File: config.mk
export PLATFORM = sky130hd
export DESIGN_NAME = thread_compactor
export DESIGN_NICKNAME = d
export VERILOG_FILES = /design/src/rtl/compactor_pkg.sv /design/src/rtl/compactor_lane_pick.sv /design/src/rtl/compactor_fsm.sv /design/src/rtl/thread_compactor.sv
export SDC_FILE = /design/constraint.sdc
export NUM_CORES = 1
export LEC_CHECK = 0
export BUFFER_PORTS_ARGS = -buffer_cell sky130_fd_sc_hd__buf_2
export CORE_MARGIN = 5
export CORE_UTILIZATION = 50
export CTS_BUF_LIST = sky130_fd_sc_hd__clkbuf_4 sky130_fd_sc_hd__clkbuf_8
export DETAILED_ROUTE_END_ITERATION = 16
export GPL_TIMING_DRIVEN = 0
export PLACE_DENSITY = 0.88
export SLEW_MARGIN = 25
export SYNTH_ARGS = -nofsm -noshare
export SYNTH_HDL_FRONTEND = slang
export SYNTH_SLANG_ARGS = --single-unit
File: constraint.sdc
create_clock -name clk -period 1.79 [get_ports clk]
set_input_delay 0.2685 -clock clk [delete_from_list [all_inputs] [get_ports clk]]
set_output_delay 0.2685 -clock clk [all_outputs]
set_load 0.005 [all_outputs]
File: src/rtl/compactor_pkg.sv
package compactor_pkg;
    typedef enum logic [1:0] {
        ST_IDLE = 2'd0,
        ST_EMIT = 2'd1,
        ST_DONE = 2'd2
    } comp_state_e;
endpackage

File: src/rtl/compactor_lane_pick.sv
// Picks the lowest-numbered static warp that still holds an active thread in one lane.
module compactor_lane_pick #(
    parameter int WARPS = 4,
    parameter int TID_W = 8
) (
    input  logic [WARPS-1:0]       column,
    input  logic [WARPS*TID_W-1:0] column_tid,
    output logic                   pick_valid,
    output logic [WARPS-1:0]       pick_grant,
    output logic [TID_W-1:0]       pick_tid
);
    always_comb begin
        pick_valid = 1'b0;
        pick_grant = '0;
        pick_tid   = '0;
        for (int w = 0; w < WARPS; w++) begin
            if (column[w] && !pick_valid) begin
                pick_valid    = 1'b1;
                pick_grant[w] = 1'b1;
                pick_tid      = column_tid[w*TID_W +: TID_W];
            end
        end
    end
endmodule

File: src/rtl/compactor_fsm.sv
module compactor_fsm
    import compactor_pkg::*;
(
    input  logic clk,
    input  logic rst_n,
    input  logic in_valid,
    input  logic load_empty,
    input  logic warp_fire,
    input  logic warp_last,
    output logic in_ready,
    output logic emit,
    output logic done,
    output logic load
);
    comp_state_e state_q, state_d;

    always_ff @(posedge clk) begin
        if (!rst_n) state_q <= ST_IDLE;
        else        state_q <= state_d;
    end

    always_comb begin
        state_d = state_q;
        unique case (state_q)
            ST_IDLE: if (in_valid) state_d = load_empty ? ST_DONE : ST_EMIT;
            ST_EMIT: if (warp_fire && warp_last) state_d = ST_DONE;
            ST_DONE: state_d = ST_IDLE;
            default: state_d = ST_IDLE;
        endcase
    end

    always_comb begin
        in_ready = 1'b0;
        emit     = 1'b0;
        done     = 1'b0;
        unique case (state_q)
            ST_IDLE: in_ready = 1'b1;
            ST_EMIT: emit     = 1'b1;
            ST_DONE: done     = 1'b1;
            default: ;
        endcase
        load = in_ready && in_valid;
    end

    // done is a single pulse and is followed by readiness
    assert_done_pulse_R8: assert property (@(posedge clk) disable iff (!rst_n)
        done |=> (!done && in_ready));
    // after a mask is taken the block stops taking masks
    assert_busy_after_load_R9: assert property (@(posedge clk) disable iff (!rst_n)
        (in_valid && in_ready) |=> !in_ready);
endmodule

File: src/rtl/thread_compactor.sv
module thread_compactor
    import compactor_pkg::*;
#(
    parameter int WARPS = 4,
    parameter int LANES = 4,
    parameter int TID_W = 8
) (
    input  logic                         clk,
    input  logic                         rst_n,
    input  logic                         in_valid,
    output logic                         in_ready,
    input  logic [WARPS*LANES-1:0]       in_mask,
    input  logic [WARPS*LANES*TID_W-1:0] in_tid,
    output logic                         out_valid,
    input  logic                         out_ready,
    output logic [LANES-1:0]             out_lane_valid,
    output logic [LANES*TID_W-1:0]       out_tid,
    output logic                         done
);
    localparam int SLOTS = WARPS * LANES;

    logic [SLOTS-1:0]       rem_q;
    logic [SLOTS*TID_W-1:0] tid_q;
    logic [SLOTS-1:0]       taken;
    logic [SLOTS-1:0]       rem_after;
    logic                   emit, load, warp_fire, warp_last;

    for (genvar l = 0; l < LANES; l++) begin : g_lane
        logic [WARPS-1:0]       column;
        logic [WARPS*TID_W-1:0] column_tid;
        logic [WARPS-1:0]       grant;
        for (genvar w = 0; w < WARPS; w++) begin : g_warp
            assign column[w]                        = rem_q[w*LANES + l];
            assign column_tid[w*TID_W +: TID_W]     = tid_q[(w*LANES + l)*TID_W +: TID_W];
            assign taken[w*LANES + l]               = grant[w];
        end
        compactor_lane_pick #(.WARPS(WARPS), .TID_W(TID_W)) pick_i (
            .column     (column),
            .column_tid (column_tid),
            .pick_valid (out_lane_valid[l]),
            .pick_grant (grant),
            .pick_tid   (out_tid[l*TID_W +: TID_W])
        );
    end

    assign rem_after = rem_q & ~taken;
    assign warp_fire = out_valid && out_ready;
    assign warp_last = (rem_after == '0);
    assign out_valid = emit;

    compactor_fsm fsm_i (
        .clk        (clk),
        .rst_n      (rst_n),
        .in_valid   (in_valid),
        .load_empty (in_mask == '0),
        .warp_fire  (warp_fire),
        .warp_last  (warp_last),
        .in_ready   (in_ready),
        .emit       (emit),
        .done       (done),
        .load       (load)
    );

    always_ff @(posedge clk) begin
        if (!rst_n) begin
            rem_q <= '0;
            tid_q <= '0;
        end else if (load) begin
            rem_q <= in_mask;
            tid_q <= in_tid;
        end else if (warp_fire) begin
            rem_q <= rem_after;
        end
    end

    // a stalled warp holds still and keeps all its remaining threads
    assert_stall_hold_R7: assert property (@(posedge clk) disable iff (!rst_n)
        (out_valid && !out_ready) |=> (out_valid && $stable(out_tid)
                                       && $stable(out_lane_valid) && $stable(rem_q)));
    // no empty warp is ever offered
    assert_nonempty_warp_R10: assert property (@(posedge clk) disable iff (!rst_n)
        out_valid |-> (out_lane_valid != '0));
    // output and input sides are never active together
    assert_exclusive_R9: assert property (@(posedge clk) disable iff (!rst_n)
        out_valid |-> !in_ready);
endmodule

# After elaboration in Yosys (flattened, before gate mapping)
# Index checks and enable logic that the tools add are counted.
# Widths: inputs -> output; s select.
[word_totals] reg_bits=146 inputBits=148 output_inout_bits=39 elab_cells=94
[op_classes] eq_ne=4 mux=53 bitwise_logic=2 reduce_logical=32
[ops] op="$mux 8" count=16
[ops] op="$logic_not 16->1" count=2
[ops] op="$mux 16" count=2
[ops] op="$mux 1" count=31
[ops] op="$and 16x16->16" count=1
[ops] op="$not 16->16" count=1
[ops] op="$logic_and 1x1->1" count=15
[ops] op="$logic_not 1->1" count=12
[ops] op="$mux 2" count=3
[ops] op="$pmux 2 s2" count=1
[ops] op="$eq 2x1->1 const B" count=1
[ops] op="$eq 2x2->1 const B" count=1
[ops] op="$logic_not 2->1" count=1
[ops] op="$ne 2x1->1 const B" count=1
[ops] op="$ne 2x2->1 const B" count=1
[ops] op="$reduce_and 2->1" count=1
[ops] op="$reduce_bool 2->1" count=1

# Depth between registers and ports, before layout
[logic_depth] word_depth=16 ltp_mapped=6 mapped_depth_nobuf=4

# Hierarchy
# From an unflattened synthesis, not the netlist that was laid out.
[hier_totals] hier_cells=699 hier_area_um2=6937.9
[modules_own_cells] module="thread_compactor" n_inst=1 cells_per_inst=524 area_each_um2=5695.5 seq_area_each_um2=2882.8
[modules_own_cells] module="compactor_lane_pick" n_inst=4 cells_per_inst=41 area_each_um2=279.0 seq_area_each_um2=0.0
[modules_own_cells] module="compactor_fsm" n_inst=1 cells_per_inst=11 area_each_um2=126.4 seq_area_each_um2=40.0

# Least setup slack after synthesis
# No wires, ideal clock.
[synth_path] path_kind="register -> output" startpoint="register rem_q[0]" endpoint="output out_tid[3]" arrival_ns=1.258 required_ns=1.521 path_slack_ns=0.263 stages_incl_launch_ff=5 path_buffers=2 cell_sequence="dfxtp_1 -> clkbuf_1 -> buf_1 -> nor2_1 -> a221o_1"
[synth_via] elab_chain_len=10 elab_cells_between_ends=13 classes_between="mux: 7; reduce/logical: 6"
[synth_rtl] element="start, declared" line_no="thread_compactor.sv:22" source="logic [SLOTS-1:0] rem_q;"
[synth_rtl] element="start signal, assigned" line_no="thread_compactor.sv:69" source="rem_q <= in_mask;"
[synth_rtl] element="start signal, assigned" line_no="thread_compactor.sv:72" source="rem_q <= rem_after;"
[synth_rtl] element="$mux 1" line_no="compactor_lane_pick.sv:17" source="if (column[w] && !pick_valid) begin"
[synth_rtl] element="$logic_not 1->1" line_no="compactor_lane_pick.sv:17"
[synth_rtl] element="$logic_and 1x1->1" line_no="compactor_lane_pick.sv:17"
[synth_rtl] element="$mux 1" line_no="compactor_lane_pick.sv:17"
[synth_rtl] element="$logic_not 1->1" line_no="compactor_lane_pick.sv:17"
[synth_rtl] element="$logic_and 1x1->1" line_no="compactor_lane_pick.sv:17"
[synth_rtl] element="$mux 1" line_no="compactor_lane_pick.sv:17"
[synth_rtl] element="$logic_not 1->1" line_no="compactor_lane_pick.sv:17"
[synth_rtl] element="$logic_and 1x1->1" line_no="compactor_lane_pick.sv:17"
[synth_rtl] element="$mux 8 *" line_no="compactor_lane_pick.sv:17"
[synth_rtl] element="end, declared" line_no="thread_compactor.sv:17" source="output logic [LANES*TID_W-1:0] out_tid,"
# Every way passes the cells marked *; elsewhere a longest branch is shown, timed or not.

# Worst setup path in the final report
[layout_path] startpoint="register rem_q[4]" endpoint="output out_tid[2]"
[layout_via] elab_chain_len=8 elab_cells_between_ends=10 classes_between="mux: 5; reduce/logical: 5"
[layout_rtl] element="$logic_and 1x1->1 *" line_no="compactor_lane_pick.sv:17"
[layout_rtl] element="$mux 1" line_no="compactor_lane_pick.sv:17"
[layout_rtl] element="$logic_not 1->1" line_no="compactor_lane_pick.sv:17"
[layout_rtl] element="$logic_and 1x1->1" line_no="compactor_lane_pick.sv:17"
[layout_rtl] element="$mux 1" line_no="compactor_lane_pick.sv:17"
[layout_rtl] element="$logic_not 1->1" line_no="compactor_lane_pick.sv:17"
[layout_rtl] element="$logic_and 1x1->1" line_no="compactor_lane_pick.sv:17"
[layout_rtl] element="$mux 8 *" line_no="compactor_lane_pick.sv:17"
# Marked as above.

==> qor_table.md <==
| Item | Reported |
|---|---|
| Endpoint of the most critical register-to-register path | fsm_i.state_q[0]$_SDFFE_PN0P_ |
| Part of the cycle the worst path needs | 108% |
| Clock power share | 33.6% |
| Total number of vias | 6979 |
| CTS tree | built |
| Distinct cell type count after synthesis | 31 |
| Uppermost layer routed | met4 |
| Clock Tree Root | sky130_fd_sc_hd__clkbuf_8 |
| Cell accounting for the most synthesized area | sky130_fd_sc_hd__dfxtp_1 |
| Detail Route Antenna Nets | 0 |
| Most common cell after layout, fill and taps aside | sky130_fd_sc_hd__nand2_1 |
| Share of total power in sequential cells | 45.0% |
| Number of instances in the synthesized netlist | 828 |
| Width of the die | 125 um |
| Total core area | 12700 sq um |
| Number of pins with negative max-slew slack in the final report | 0 |
| Clock latency on the worst-skew pair | 460 ps |
| Dpl cell area | 7700 sq um |
| Sequential cell area | 2960 sq um |
| Clock transition at the registers of the reported paths | 90 ps |
| Power dissipated by switching net loads | 2410 uW |
| Number of vias per cell after detailed routing | 5.62 |
| Routed length on met1 | 8.73 mm |
| Violated checks | negative setup slack |
| Power density over the cells | 923 nW/um^2 |
| TritonCTS buffer count | 17 |
| Int Power | 5850 uW |
| H-Tree Level Count | 4 |
| Worst setup path endpoint | out_tid[2] |
| Cells taking the most area after synthesis | sky130_fd_sc_hd__dfxtp_1 (45%), sky130_fd_sc_hd__nand2_1 (17%), sky130_fd_sc_hd__a21boi_0 (16%) |
| Worst stage delay on the critical path | 390 ps |
| Detailed Route WL | 22.8 mm |
| IO Port Bufs | 185 |
| CP Max Fanout | 6 |
| Multi-input gate area in the final layout | 3540 sq um |
| Placer's final routability congestion estimate | 0.908 |
| Height of the chip | 125 um |
| Area of the die | 15500 sq um |
| Worst hold margin | 52.5 ps |
| Io pins | 187 |
| Slowest cell on crit path | sky130_fd_sc_hd__dfxtp_4 |
| Effective utilization at floorplan | 51.6% |
| CP Buf/Inv Count | 2 |
| Net count of the finished layout | 1204 |
| Critical register-to-register path startpoint | rem_q[4]$_SDFFE_PN0P_ |
| Gr usage total | 27.8% |
| First drt pass iteration count | 5 |
| Syn_nets | 976 |
| Detailed Place HPWL | 15.1 mm |
| Part of the total power dissipated in combinational logic | 21.4% |
| Count of fill cells added during filler insertion | 1010 |
| Crit path time final | 1940 ps |
| Worst r2r path cells | 5 |
| CP delay by family, top | compound AO/OA/AOI/OAI gates |
| Iteration-0 DRC Markers | 675 |
| Maximum Capacitance Violations | 0 |
| Worst slew margin | 59.9% |
| Maximum achievable frequency | 0.515 GHz |
| Global-route wire length before repair | 34.8 mm |
| Slack of the worst reg-to-reg path | 0 ps |
| Sum Neg Setup Slack | -2610 ps |
| Maximum VDD drop | 0.652 mV |
| Yosys top cell area share | 44.5% |
| CP Data Arrival Time | 1670 ps |
| Wire length on met2 | 11.0 mm |
| Average footprint of a synthesized cell | 7.93 sq um |
| Yosys warning total | 0 |
| Measured slew at the worst slew-check pin | 601 ps |
| Clock Path Buffers | 2 |
| Min-Delay Path Class | in2reg |
| Static leakage | 0.00384 uW |
| Capturing element type of the critical path | output pin |
| Share of cells above drive strength 1 | 32.3% |
| Final hold violation count | 0 |
| Series of cell instances along the critical path | clkbuf_16 > a22oi_2 > nor2_1 > a221o_1 > buf_2 |
| Overflow left after global routing | 0 |
| Initial antenna violation count | 0 |
| Number of remaining DRC errors | 0 |
| Vias in the first global route | 6957 |
| Data required, critical path | 1520 ps |
| Clock net sink count | 146 |
| Final instance area | 8950 sq um |
| Category of the critical setup timing path | reg2out |
| Number of stages on the worst setup path | 5 |
| Area added between synthesis and finish | 36.4% |
| Maximum number of pins on one net before global-route repair | 17 |
| Fraction of the yosys area taken by sequential cells | 44.5% |
| Beginning of the critical path | rem_q[4]$_SDFFE_PN0P_ |
| Met3 WL | 2.18 mm |
| Post-synthesis instance area | 6560 sq um |
| Setup repair after global routing missed its margin | true |
| Type of element launching the critical path | register |
| Per-cell routed wire length | 18.3 um |
| # rows | 41 |
| Worst Slack Setup Final | -152 ps |
| Fraction of power spent switching nets | 29.2% |
| Final Skew | 13.9 ps |
| Synthesized flop and latch total | 146 |
| Setup violations, final | 33 |
| Most used cells in the layout excluding fill and tap cells | sky130_fd_sc_hd__nand2_1 (285), sky130_fd_sc_hd__buf_2 (190), sky130_fd_sc_hd__a21boi_0 (138) |
| Outcome | finished with violations |
stage by stage:
step	utilization, %	cells	setup slack, ps	total power, uW
finish	70.3	1242	-152	8260
global route	70.3	1241	-216	8600
CTS	68.1	1232	-150	8080
detailed placement	60.6	1185	-317	5170
global placement	60.6	1185	-302	5130
floorplan	-	828	263	4560
synthesized netlist by cell type:
cell / instances
sky130_fd_sc_hd__a21boi_0: 138
sky130_fd_sc_hd__a21oi_1: 28
sky130_fd_sc_hd__a221o_1: 32
sky130_fd_sc_hd__a22o_1: 2
sky130_fd_sc_hd__a22oi_1: 9
sky130_fd_sc_hd__and2_1: 4
sky130_fd_sc_hd__and3_1: 3
sky130_fd_sc_hd__buf_1: 3
sky130_fd_sc_hd__buf_2: 16
sky130_fd_sc_hd__buf_4: 4
sky130_fd_sc_hd__buf_6: 1
sky130_fd_sc_hd__clkbuf_1: 50
sky130_fd_sc_hd__dfxtp_1: 146
sky130_fd_sc_hd__nand2_1: 295
sky130_fd_sc_hd__nand2b_1: 4
sky130_fd_sc_hd__nand3_1: 2
sky130_fd_sc_hd__nand3b_1: 27
sky130_fd_sc_hd__nand3b_2: 1
sky130_fd_sc_hd__nand4_1: 2
sky130_fd_sc_hd__nor2_1: 19
sky130_fd_sc_hd__nor2b_1: 7
sky130_fd_sc_hd__nor3_1: 4
sky130_fd_sc_hd__nor3_2: 1
sky130_fd_sc_hd__nor3b_1: 1
sky130_fd_sc_hd__nor4_1: 4
sky130_fd_sc_hd__o21a_1: 1
sky130_fd_sc_hd__o21ai_0: 17
sky130_fd_sc_hd__o22ai_1: 1
sky130_fd_sc_hd__o31ai_1: 4
sky130_fd_sc_hd__o32ai_1: 1
sky130_fd_sc_hd__or4b_1: 1
worst min path at each step:
stage          cells after the start                   start                      end  slack, ps
6_report                           3              in_tid[94]   tid_q[94]$_SDFFE_PN0P_         50
5_1_grt                            3             in_tid[117]  tid_q[117]$_SDFFE_PN0P_         40
4_1_cts                            3               in_tid[9]    tid_q[9]$_SDFFE_PN0P_         50
3_5_place_dp                       2  tid_q[76]$_SDFFE_PN0P_   tid_q[76]$_SDFFE_PN0P_        460
3_3_place_gp                       2  tid_q[55]$_SDFFE_PN0P_   tid_q[55]$_SDFFE_PN0P_        450
2_1_floorplan                      2               in_tid[0]    tid_q[0]$_SDFFE_PN0P_        410
area by class of cell:
| type | count | share of cell area (%) |
|---|---|---|
| multi-input combinational | 608 | 39.5 |
| sequential | 146 | 33.1 |
| timing repair buffer | 214 | 13.7 |
| buffer | 69 | 6.42 |
| clock buffer | 22 | 3.31 |
| tap | 172 | 2.40 |
| clock inverter | 10 | 1.45 |
| antenna | 1 | 0.0280 |
state kept, by name, indices dropped and copies added, names as in the netlist:
name,flops
fsm_i.state_q,2
tid_q,128
rem_q,16
kinds of logic (layout without fill, tap and decap cells):
logic type | count (synthesis) | in the layout | share of synthesized area (%)
other cells | 0 | 1 | 0
flops | 146 | 146 | 44.5
simple gates | 375 | 375 | 24.4
compound gates | 233 | 233 | 26.2
buf+inv | 74 | 315 | 4.88
worst reg2reg max path, stage by stage, from the launching register on:
cell and delay, ps:
sky130_fd_sc_hd__dfxtp_4 390, sky130_fd_sc_hd__buf_4 150, sky130_fd_sc_hd__a22o_1 260, sky130_fd_sc_hd__or4b_1 560, sky130_fd_sc_hd__nor3_2 210, sky130_fd_sc_hd__o21ai_0 110
power groups by stage:
stage | clock network (uW) | registers, uW | logic, uW
6_report | 2770 | 3720 | 1770
5_1_grt | 2930 | 3740 | 1920
4_1_cts | 2780 | 3690 | 1620
3_5_place_dp | 0 | 3740 | 1430
3_3_place_gp | 0 | 3730 | 1400
2_1_floorplan | 0 | 3700 | 856
routing by layer:
layer	track usage, %	up-vias
met5	0	-
met4	10.2	0
met3	7.38	89
met2	47.4	434
met1	33.5	3190
li1	-	3266
repair_timing:
| item | 4_1_cts | 5_1_grt |
|---|---|---|
| hold buffers | 0 | 0 |
| buffers inserted | 15 | 7 |
| gates resized for setup | 115 | 72 |
| pin swaps | 2 | 14 |
| cloned | 4 | 3 |
| setup endpoints to repair | 82 | 155 |
No activity file was read; power rests on OpenSTA's default activity.
